<file path="src/rtl/dma_arb_pkg.sv">
package dma_arb_pkg;

  // Population count over a word of up to 32 channel flags.
  function automatic logic [5:0] pop_count32(input logic [31:0] v);
    logic [5:0] n;
    n = '0;
    for (int i = 0; i < 32; i++) n = n + {5'd0, v[i]};
    return n;
  endfunction

  // True when more than one flag in the word is set.
  function automatic logic several_set(input logic [31:0] v);
    return pop_count32(v) > 6'd1;
  endfunction

endpackage

</file>
<file path="src/rtl/dma_arb_order.sv">
module dma_arb_order #(
  parameter int NUM_CH = 11,
  localparam int IDX_W = $clog2(NUM_CH),
  localparam int CNT_W = $clog2(NUM_CH + 1)
) (
  input  logic              clk,
  input  logic              rst_n,
  input  logic [NUM_CH-1:0] arrive,
  input  logic [NUM_CH-1:0] keep,
  input  logic              pop,
  output logic [IDX_W-1:0]  head_idx,
  output logic              head_valid,
  output logic [NUM_CH-1:0] queued,
  output logic [CNT_W-1:0]  depth
);

  logic [IDX_W-1:0] slot  [NUM_CH];
  logic [IDX_W-1:0] nslot [NUM_CH];
  logic [CNT_W-1:0] cnt, ncnt;

  // Keep surviving entries in order, then append new arrivals highest channel first.
  always_comb begin
    int k;
    k = 0;
    for (int i = 0; i < NUM_CH; i++) nslot[i] = slot[i];
    for (int i = 0; i < NUM_CH; i++) begin
      if ((CNT_W'(i) < cnt) && !(pop && i == 0) && keep[slot[i]]) begin
        nslot[k] = slot[i];
        k = k + 1;
      end
    end
    for (int c = NUM_CH - 1; c >= 0; c--) begin
      if (arrive[c]) begin
        nslot[k] = IDX_W'(c);
        k = k + 1;
      end
    end
    ncnt = CNT_W'(k);
  end

  always_ff @(posedge clk) begin
    if (!rst_n) begin
      cnt <= '0;
      for (int i = 0; i < NUM_CH; i++) slot[i] <= '0;
    end else begin
      cnt <= ncnt;
      for (int i = 0; i < NUM_CH; i++) slot[i] <= nslot[i];
    end
  end

  always_comb begin
    queued = '0;
    for (int i = 0; i < NUM_CH; i++)
      if (CNT_W'(i) < cnt) queued[slot[i]] = 1'b1;
  end

  assign head_idx   = slot[0];
  assign head_valid = (cnt != '0);
  assign depth      = cnt;

endmodule

</file>
<file path="src/rtl/dma_arb_cfgchk.sv">
module dma_arb_cfgchk #(
  parameter int NUM_CH = 11
) (
  input  logic              clk,
  input  logic              rst_n,
  input  logic [NUM_CH-1:0] ch_en,
  input  logic [NUM_CH-1:0] mode_2d,
  output logic              multi2d,
  output logic              cfg_err
);
  import dma_arb_pkg::*;

  assign multi2d = several_set(32'(ch_en & mode_2d));

  always_ff @(posedge clk) begin
    if (!rst_n)       cfg_err <= 1'b0;
    else if (multi2d) cfg_err <= 1'b1;
  end

endmodule

</file>
<file path="src/rtl/dma_fcfs_arb.sv">
module dma_fcfs_arb #(
  parameter int NUM_CH = 11,
  localparam int IDX_W = $clog2(NUM_CH),
  localparam int CNT_W = $clog2(NUM_CH + 1)
) (
  input  logic              clk,
  input  logic              rst_n,
  input  logic [NUM_CH-1:0] req,
  input  logic [NUM_CH-1:0] ch_en,
  input  logic [NUM_CH-1:0] mode_2d,
  input  logic              done,
  output logic [NUM_CH-1:0] grant,
  output logic              cfg_err
);

  logic [NUM_CH-1:0] arrive;
  logic [NUM_CH-1:0] queued;
  logic [IDX_W-1:0]  head_idx;
  logic              head_valid;
  logic [CNT_W-1:0]  depth;
  logic              multi2d;
  logic              head_ok;
  logic              slot_free;
  logic              load;

  // New arrivals: requesting, enabled, not already waiting or being served.
  assign arrive = req & ch_en & ~queued & ~grant;

  assign head_ok   = head_valid && ch_en[head_idx] && !(mode_2d[head_idx] && multi2d);
  assign slot_free = (grant == '0) || done;
  assign load      = slot_free && head_ok;

  dma_arb_order #(.NUM_CH(NUM_CH)) u_order (
    .clk       (clk),
    .rst_n     (rst_n),
    .arrive    (arrive),
    .keep      (ch_en),
    .pop       (load),
    .head_idx  (head_idx),
    .head_valid(head_valid),
    .queued    (queued),
    .depth     (depth)
  );

  dma_arb_cfgchk #(.NUM_CH(NUM_CH)) u_cfg (
    .clk    (clk),
    .rst_n  (rst_n),
    .ch_en  (ch_en),
    .mode_2d(mode_2d),
    .multi2d(multi2d),
    .cfg_err(cfg_err)
  );

  always_ff @(posedge clk) begin
    if (!rst_n)    grant <= '0;
    else if (load) grant <= {{(NUM_CH-1){1'b0}}, 1'b1} << head_idx;
    else if (done) grant <= '0;
  end

endmodule

</file>
<file path="config.mk">
export PLATFORM = sky130hd
export DESIGN_NAME = dma_fcfs_arb
export DESIGN_NICKNAME = d
export VERILOG_FILES = /design/src/rtl/dma_arb_pkg.sv /design/src/rtl/dma_arb_order.sv /design/src/rtl/dma_arb_cfgchk.sv /design/src/rtl/dma_fcfs_arb.sv
export SDC_FILE = /design/constraint.sdc
export NUM_CORES = 1
export LEC_CHECK = 0
export CAP_MARGIN = 20
export CORE_MARGIN = 2
export CORE_UTILIZATION = 45
export DETAILED_ROUTE_END_ITERATION = 10
export GPL_TIMING_DRIVEN = 0
export PLACE_DENSITY = 0.6
export SYNTH_ARGS = -nofsm -noshare
export SYNTH_HDL_FRONTEND = slang
export SYNTH_SLANG_ARGS = --single-unit
</file>
<file path="constraint.sdc">
create_clock -name clk -period 55.1 [get_ports clk]
set_clock_uncertainty 0.05 [all_clocks]
set_input_delay 11.02 -clock clk [delete_from_list [all_inputs] [get_ports clk]]
set_output_delay 11.02 -clock clk [all_outputs]
set_load 0.05 [all_outputs]
</file>
==> summary.md, run 1 <==
| Metric | Value |
|---|---|
| Inst Count DP | `3,026` |
| Hold path startpoint | `u_cfg.cfg_err` |
| Detailed-route DRC error count | `0` |
| CP max stage cell | `a31oi_1` |
| Row cnt | `71` |
| Hold Path Class | `flip-flop to flip-flop` |
| Tot GR Track Use | `40.2%` |
| Worst EP required | `55.27 ns` |
| Post-DP HPWL | `66,000 um` |
| Post-Synthesis Cells | `2,460` |
| H-Tree Level Count | `3` |
| R2R cell count | `74` |
| Maximum clock frequency | `30.6 MHz` |
| Max_cap viols | `0` |
| Largest net degree at the start of global routing | `12` |
| CP max stage delay | `0.71 ns` |
| Finished Cell Area | `18,500 um2` |
| First-pass GRT wire length | `118,000 um` |
| Syn Nets | `2,584` |
| Worst hold path cell count | `2` |
| Avg Cell Area, Syn | `6.89 um2` |
| Initial antenna violation count | `0` |
| Worst reg-to-reg setup slack | `35.06 ns` |
| Fin crit share | `59.3%` |
| Total grt overflow | `0` |
| Gpl congestion | `1.08` |
| Core area | `37,400 um2` |
| Area growth syn-to-layout | `8.86%` |
| Vias in the first global route | `18,600` |
| Status | `finished clean` |
| Die W | `198 um` |
| Ant. Diodes | `0` |
| Final Hold Vio Count | `0` |
| Post-Route WL | `81,000 um` |
| Worst-Margin Slew | `1.23 ns` |
| Worst Setup End Kind | `flip-flop` |
| Setup CP Type | `input port to flip-flop` |
| Clk slew on worst S/H paths | `0.06 ns` |
| Hold path endpoint | `u_cfg.cfg_err` |
| Io pins | `48` |
| Crit path DAT | `32.87 ns` |
| CTS Hold Bufs | `0` |
| # setup viols final | `0` |
| Library cells used by synthesis | `123` |
| Port Buffers | `47` |
| Fin nets | `2,655` |
| Yosys reg bits | `60` |
| Vias per cell | `6.66` |
| Buffer type at the clock tree root | `clkbuf_16` |
| Min Hold Slack | `0.421 ns` |
| Via count | `20,300` |
| Max clock buf depth | `2` |
| Cell Area, Placed | `18,100 um2` |
| Seq/Total Area, Yosys | `7.09%` |
| Buf+Inv Stages, Crit Path | `13` |
| CP delay by family, top | `adder cells` |
| CP max FO | `10` |
| Startpoint types | `input port` |
| Post-Syn Area | `17,000 um2` |
| Setup Buffers After CTS | `0` |
| Reg-to-reg endpoint | `u_order.slot[1][4]` |
| Die height | `198 um` |
| DIE AREA | `39,200 um2` |
| Peak VDD IR | `44.5 uV` |
| Clock Sinks | `60` |
| Commonest non-fill, non-tap cell in the layout | `nand2_1` |
| Synth warn | `0` |
| Post-Place Setup Slack | `22.43 ns` |
| ANT nets after route | `0` |
| Initial core utilization | `45.3%` |
| Rel. slew slack | `17.8%` |
| RSZ-0062 raised after global routing | `false` |
| Worst-Skew Late Latency | `0.33 ns` |
| CTS tree | `built` |
| Num CTS Buffers | `9` |
| Final non-filler cell total | `3,047` |
| Pleak | `7.05 nW` |
| Setup TNS | `0 ns` |
| Commonest cells after routing, fill and taps aside | `nand2_1, nor2_1, o21ai_0` |
| Most frequent CP cell | `ha_1` |
| Ys flop type | `dfxtp_1` |
| PwrDens | `59.4 nW/um2` |
| Final-report max-slew violation count | `0` |
| Setup WS post-layout | `22.40 ns` |
| Initial DRC Count | `2,138` |
| Reg2Reg Launch Point | `u_order.slot[0][0]` |
| Drt wl/cell | `26.6 um` |
| Post-synth EDFFs | `0` |
| Final critical-path required period | `32.70 ns` |
| DRT Pass-1 Iters | `10` |
| Post-synth ARST share | `0%` |
| Fraction of layout cells with a size suffix above 1 | `8.08%` |
| PostCTS Resize Cnt | `0` |
==> Yosys cell counts, drive strengths merged (41+ instances only) <==
cell,number,area [um2]
buf,52,285
ha,81,1010
clkbuf,103,389
dfxtp,60,1200
a21oi,123,634
nor3,83,420
nand2,283,1060
nor4,53,344
nand3,129,651
a211oi,51,393
inv,82,308
mux2i,133,1330
and3,42,263
o21ai,148,741
nor2b,41,257
nand4,48,307
nor2,281,1080
xnor2,69,721
==> flip-flops by register name (all words and copies together), names as in the netlist <==
name and flops:
u_order.depth 4, u_cfg.cfg_err 1, grant 11, u_order.slot 44
==> worst register-to-register path: cells and delay by family (launching register included) <==
family	cells	cell delay, ns
buf+inv	9	1.65
flops	1	0.38
simple gates	20	3.61
mux	6	2.01
compound gates	21	6.54
fa+ha+maj	18	5.70
==> worst max-delay path by stage <==
stage                         end      from  slack, ns  cells past startpoint
6_report       u_order.slot[1][4]  ch_en[1]      22.40                     84
5_1_grt        u_order.slot[0][3]  ch_en[1]      21.11                     81
4_1_cts        u_order.slot[1][4]  ch_en[0]      22.69                     84
3_5_place_dp   u_order.slot[1][4]  ch_en[0]      22.43                     84
3_3_place_gp   u_order.slot[4][6]  ch_en[0]      22.65                     82
2_1_floorplan  u_order.slot[1][4]  ch_en[0]      26.49                     83
==> report_power, final <==
| group | leakage, nW | internal [mW] | switching, mW |
|---|---|---|---|
| registers | 0.488 | 0.0538 | 0.0112 |
| clock network | 0.134 | 0.0328 | 0.0215 |
| logic | 6.43 | 0.327 | 0.650 |
| total | 7.05 | 0.414 | 0.683 |
==> cells by family after synthesis <==
| kind of cell | share of synthesized area (%) |
|---|---|
| compound gates | 27.3 |
| fa+ha+maj | 6.81 |
| simple gates | 33.7 |
| buf+inv | 5.82 |
| flops | 7.09 |
| mux | 12.2 |
| xor+xnor | 6.99 |
==> metrics by stage <==
step	utilization, %	power (mW)
final	49.3	1.10
after global routing	49.3	1.18
after CTS	49.3	1.07
after detailed placement	48.5	1.01
after global placement	48.3	0.993
after floorplan	-	0.743
==> area by class of cell <==
class                   instances  area (um2)
flip-flops and latches         60        1200
well taps                     511         639
inverters                      83         312
multi-input cells            2162       14800
repair buffers                 60         554
plain buffers                 155         674
clock inverters                 5        36.3
clock buffers                  11         253
fillers                      3903       18900
==> layer usage <==
metal	wire length (um)	vias to the layer above	share of wire (%)	GRT usage, %
met1	32400	9624	40	50.1
met4	5390	0	6.7	23.6
met3	6850	241	8.5	5.79
met2	36400	1112	45	65.9
li1	-	9310	-	-
met5	0	-	0	0
No activity file was read; power rests on OpenSTA's default activity.
==> run 2: changes to the inputs <==
- PLACE_DENSITY: 0.6 -> 0.63
- clock period: 55.1 -> 29.1 ns (I/O delays scaled with it)
==> summary.md, run 2 (same netlist as run 1, synthesis figures left out) <==
| Metric | Value |
|---|---|
| CTS tree | `built` |
| Rel. slew slack | `21.1% (+3.4 points)` |
| Setup TNS | `0 ns (unchanged)` |
| Final critical-path required period | `27.51 ns` |
| Post-DP HPWL | `66,600 um (+1.0%)` |
| Num CTS Buffers | `9 (unchanged)` |
| Total grt overflow | `0 (unchanged)` |
| Buffer type at the clock tree root | `clkbuf_16` |
| Drt wl/cell | `26.6 um (+0.28%)` |
| Row cnt | `71 (unchanged)` |
| Initial antenna violation count | `0 (unchanged)` |
| Hold Path Class | `flip-flop to flip-flop` |
| CP max stage delay | `0.66 ns (-0.05 ns)` |
| Peak VDD IR | `78.6 uV (+76%)` |
| Detailed-route DRC error count | `0 (unchanged)` |
| First-pass GRT wire length | `119,000 um (+0.56%)` |
| Initial DRC Count | `2,163 (+1.2%)` |
| Fraction of layout cells with a size suffix above 1 | `8.08% (about the same)` |
| Worst-Skew Late Latency | `0.33 ns (about the same)` |
| Clock Sinks | `60 (unchanged)` |
| Max reg flops | `44 (unchanged)` |
| Area growth syn-to-layout | `9.00%` |
| Die height | `198 um (unchanged)` |
| Max_cap viols | `0 (unchanged)` |
| CTS Hold Bufs | `0 (unchanged)` |
| Hold path endpoint | `u_cfg.cfg_err` |
| Vias per cell | `6.62 (-0.50%)` |
| PostCTS Resize Cnt | `0 (unchanged)` |
| RSZ-0062 raised after global routing | `false` |
| Io pins | `48 (unchanged)` |
| Initial core utilization | `45.3% (unchanged)` |
| # setup viols final | `0 (unchanged)` |
| Die W | `198 um (unchanged)` |
| Startpoint types | `input port` |
| Fin nets | `2,657 (+0.075%)` |
| Reg2Reg Launch Point | `u_order.slot[0][0]` |
| DRT Pass-1 Iters | `8 (-2)` |
| ANT nets after route | `0 (unchanged)` |
| CP max stage cell | `a31oi_1` |
| Core area | `37,400 um2 (unchanged)` |
| Tot GR Track Use | `40.6% (+0.37 points)` |
| Setup Buffers After CTS | `0 (unchanged)` |
| Max clock buf depth | `2 (unchanged)` |
| Worst EP required | `29.27 ns (-26.00 ns)` |
| H-Tree Level Count | `3 (unchanged)` |
| Fillers | `3,832 (-1.8%)` |
| Min Hold Slack | `0.437 ns (+0.0161 ns)` |
| Largest reg by FF count | `u_order.slot` |
| Via count | `20,200 (-0.40%)` |
| CP max FO | `10 (unchanged)` |
| Commonest non-fill, non-tap cell in the layout | `nand2_1` |
| Vias in the first global route | `18,700 (+0.51%)` |
| Setup WS post-layout | `1.59 ns (-20.81 ns)` |
| Fin crit share | `94.5%` |
| Status | `finished clean` |
| Final non-filler cell total | `3,050 (+0.098%)` |
| Inst Count DP | `3,029 (+0.099%)` |
| Setup CP Type | `input port to flip-flop` |
| Reg-to-reg endpoint | `u_order.slot[1][4]` |
| Crit path DAT | `27.68 ns (-5.19 ns)` |
| Worst Setup End Kind | `flip-flop` |
| Hold path startpoint | `u_cfg.cfg_err` |
| Worst-Margin Slew | `1.17 ns (-0.0593 ns)` |
| Clk slew on worst S/H paths | `0.05 ns (about the same)` |
| Most frequent CP cell | `ha_1` |
| Worst hold path cell count | `2 (unchanged)` |
| DIE AREA | `39,200 um2 (unchanged)` |
| Worst reg-to-reg setup slack | `9.16 ns (-25.90 ns)` |
| Final-report max-slew violation count | `0 (unchanged)` |
| Port Buffers | `47 (unchanged)` |
| Final Hold Vio Count | `0 (unchanged)` |
| Maximum clock frequency | `36.4 MHz` |
| Commonest cells after routing, fill and taps aside | `nand2_1, nor2_1, o21ai_0` |
| Largest net degree at the start of global routing | `11 (-1)` |
| Pleak | `7.07 nW (+0.25%)` |
| Post-Route WL | `81,300 um (+0.38%)` |
| PwrDens | `112 nW/um2 (+89%)` |
| R2R cell count | `74 (unchanged)` |
| Post-Place Setup Slack | `1.57 ns (-20.87 ns)` |
| Gpl congestion | `1.05 (-2.1%)` |
run 2: worst max-delay path, delay by kind of cell:
kind	cells	cell delay [ns]
compound gates	21	6.65
fa+ha+maj	24	7.78
mux	5	1.44
simple gates	21	3.89
buf+inv	13	2.09
run 2: report_power, final:
part           internal [mW]  switching [mW]
clock                 0.0657          0.0363
combinational          0.620            1.23
sequential             0.102          0.0203
run 2: final cells by class:
cell class              count  area (um2)  area share, %
well taps                 511         639           3.46
flip-flops and latches     60        1200           6.50
repair buffers             62         581           3.14
multi-input cells        2162       14800           80.0
diodes                      1        2.50         0.0135
clock buffers              11         233           1.26
clock inverters             5        52.6          0.284
inverters                  83         312           1.69
plain buffers             155         674           3.65
run 2: layer usage:
metal  vias up  global-route usage [%]  part of all wire (%)
met4         0                    23.5                   6.6
met1      9513                    51.1                    40
met2      1106                    66.5                    45
li1       9345                       -                     -
met3       241                    5.20                   7.9
met5         -                       0                     0
run 2: through the flow:
stage | power (mW) | cell area [um2] | util [%]
global route | 2.25 | 18500 | 49.4
finish | 2.08 | 18500 | 49.4
CTS | 2.03 | 18400 | 49.3
global placement | 1.88 | 18100 | 48.3
floorplan | 1.41 | 17000 | -
detailed placement | 1.91 | 18200 | 48.6
run 2: worst max path at each step:
stage / startpoint / endpoint
floorplan: ch_en[0] / u_order.slot[1][4]
global placement: ch_en[0] / u_order.slot[1][4]
detailed placement: ch_en[0] / u_order.slot[1][4]
CTS: ch_en[1] / u_order.slot[1][4]
global route: ch_en[0] / u_order.slot[1][4]
finish: ch_en[1] / u_order.slot[1][4]
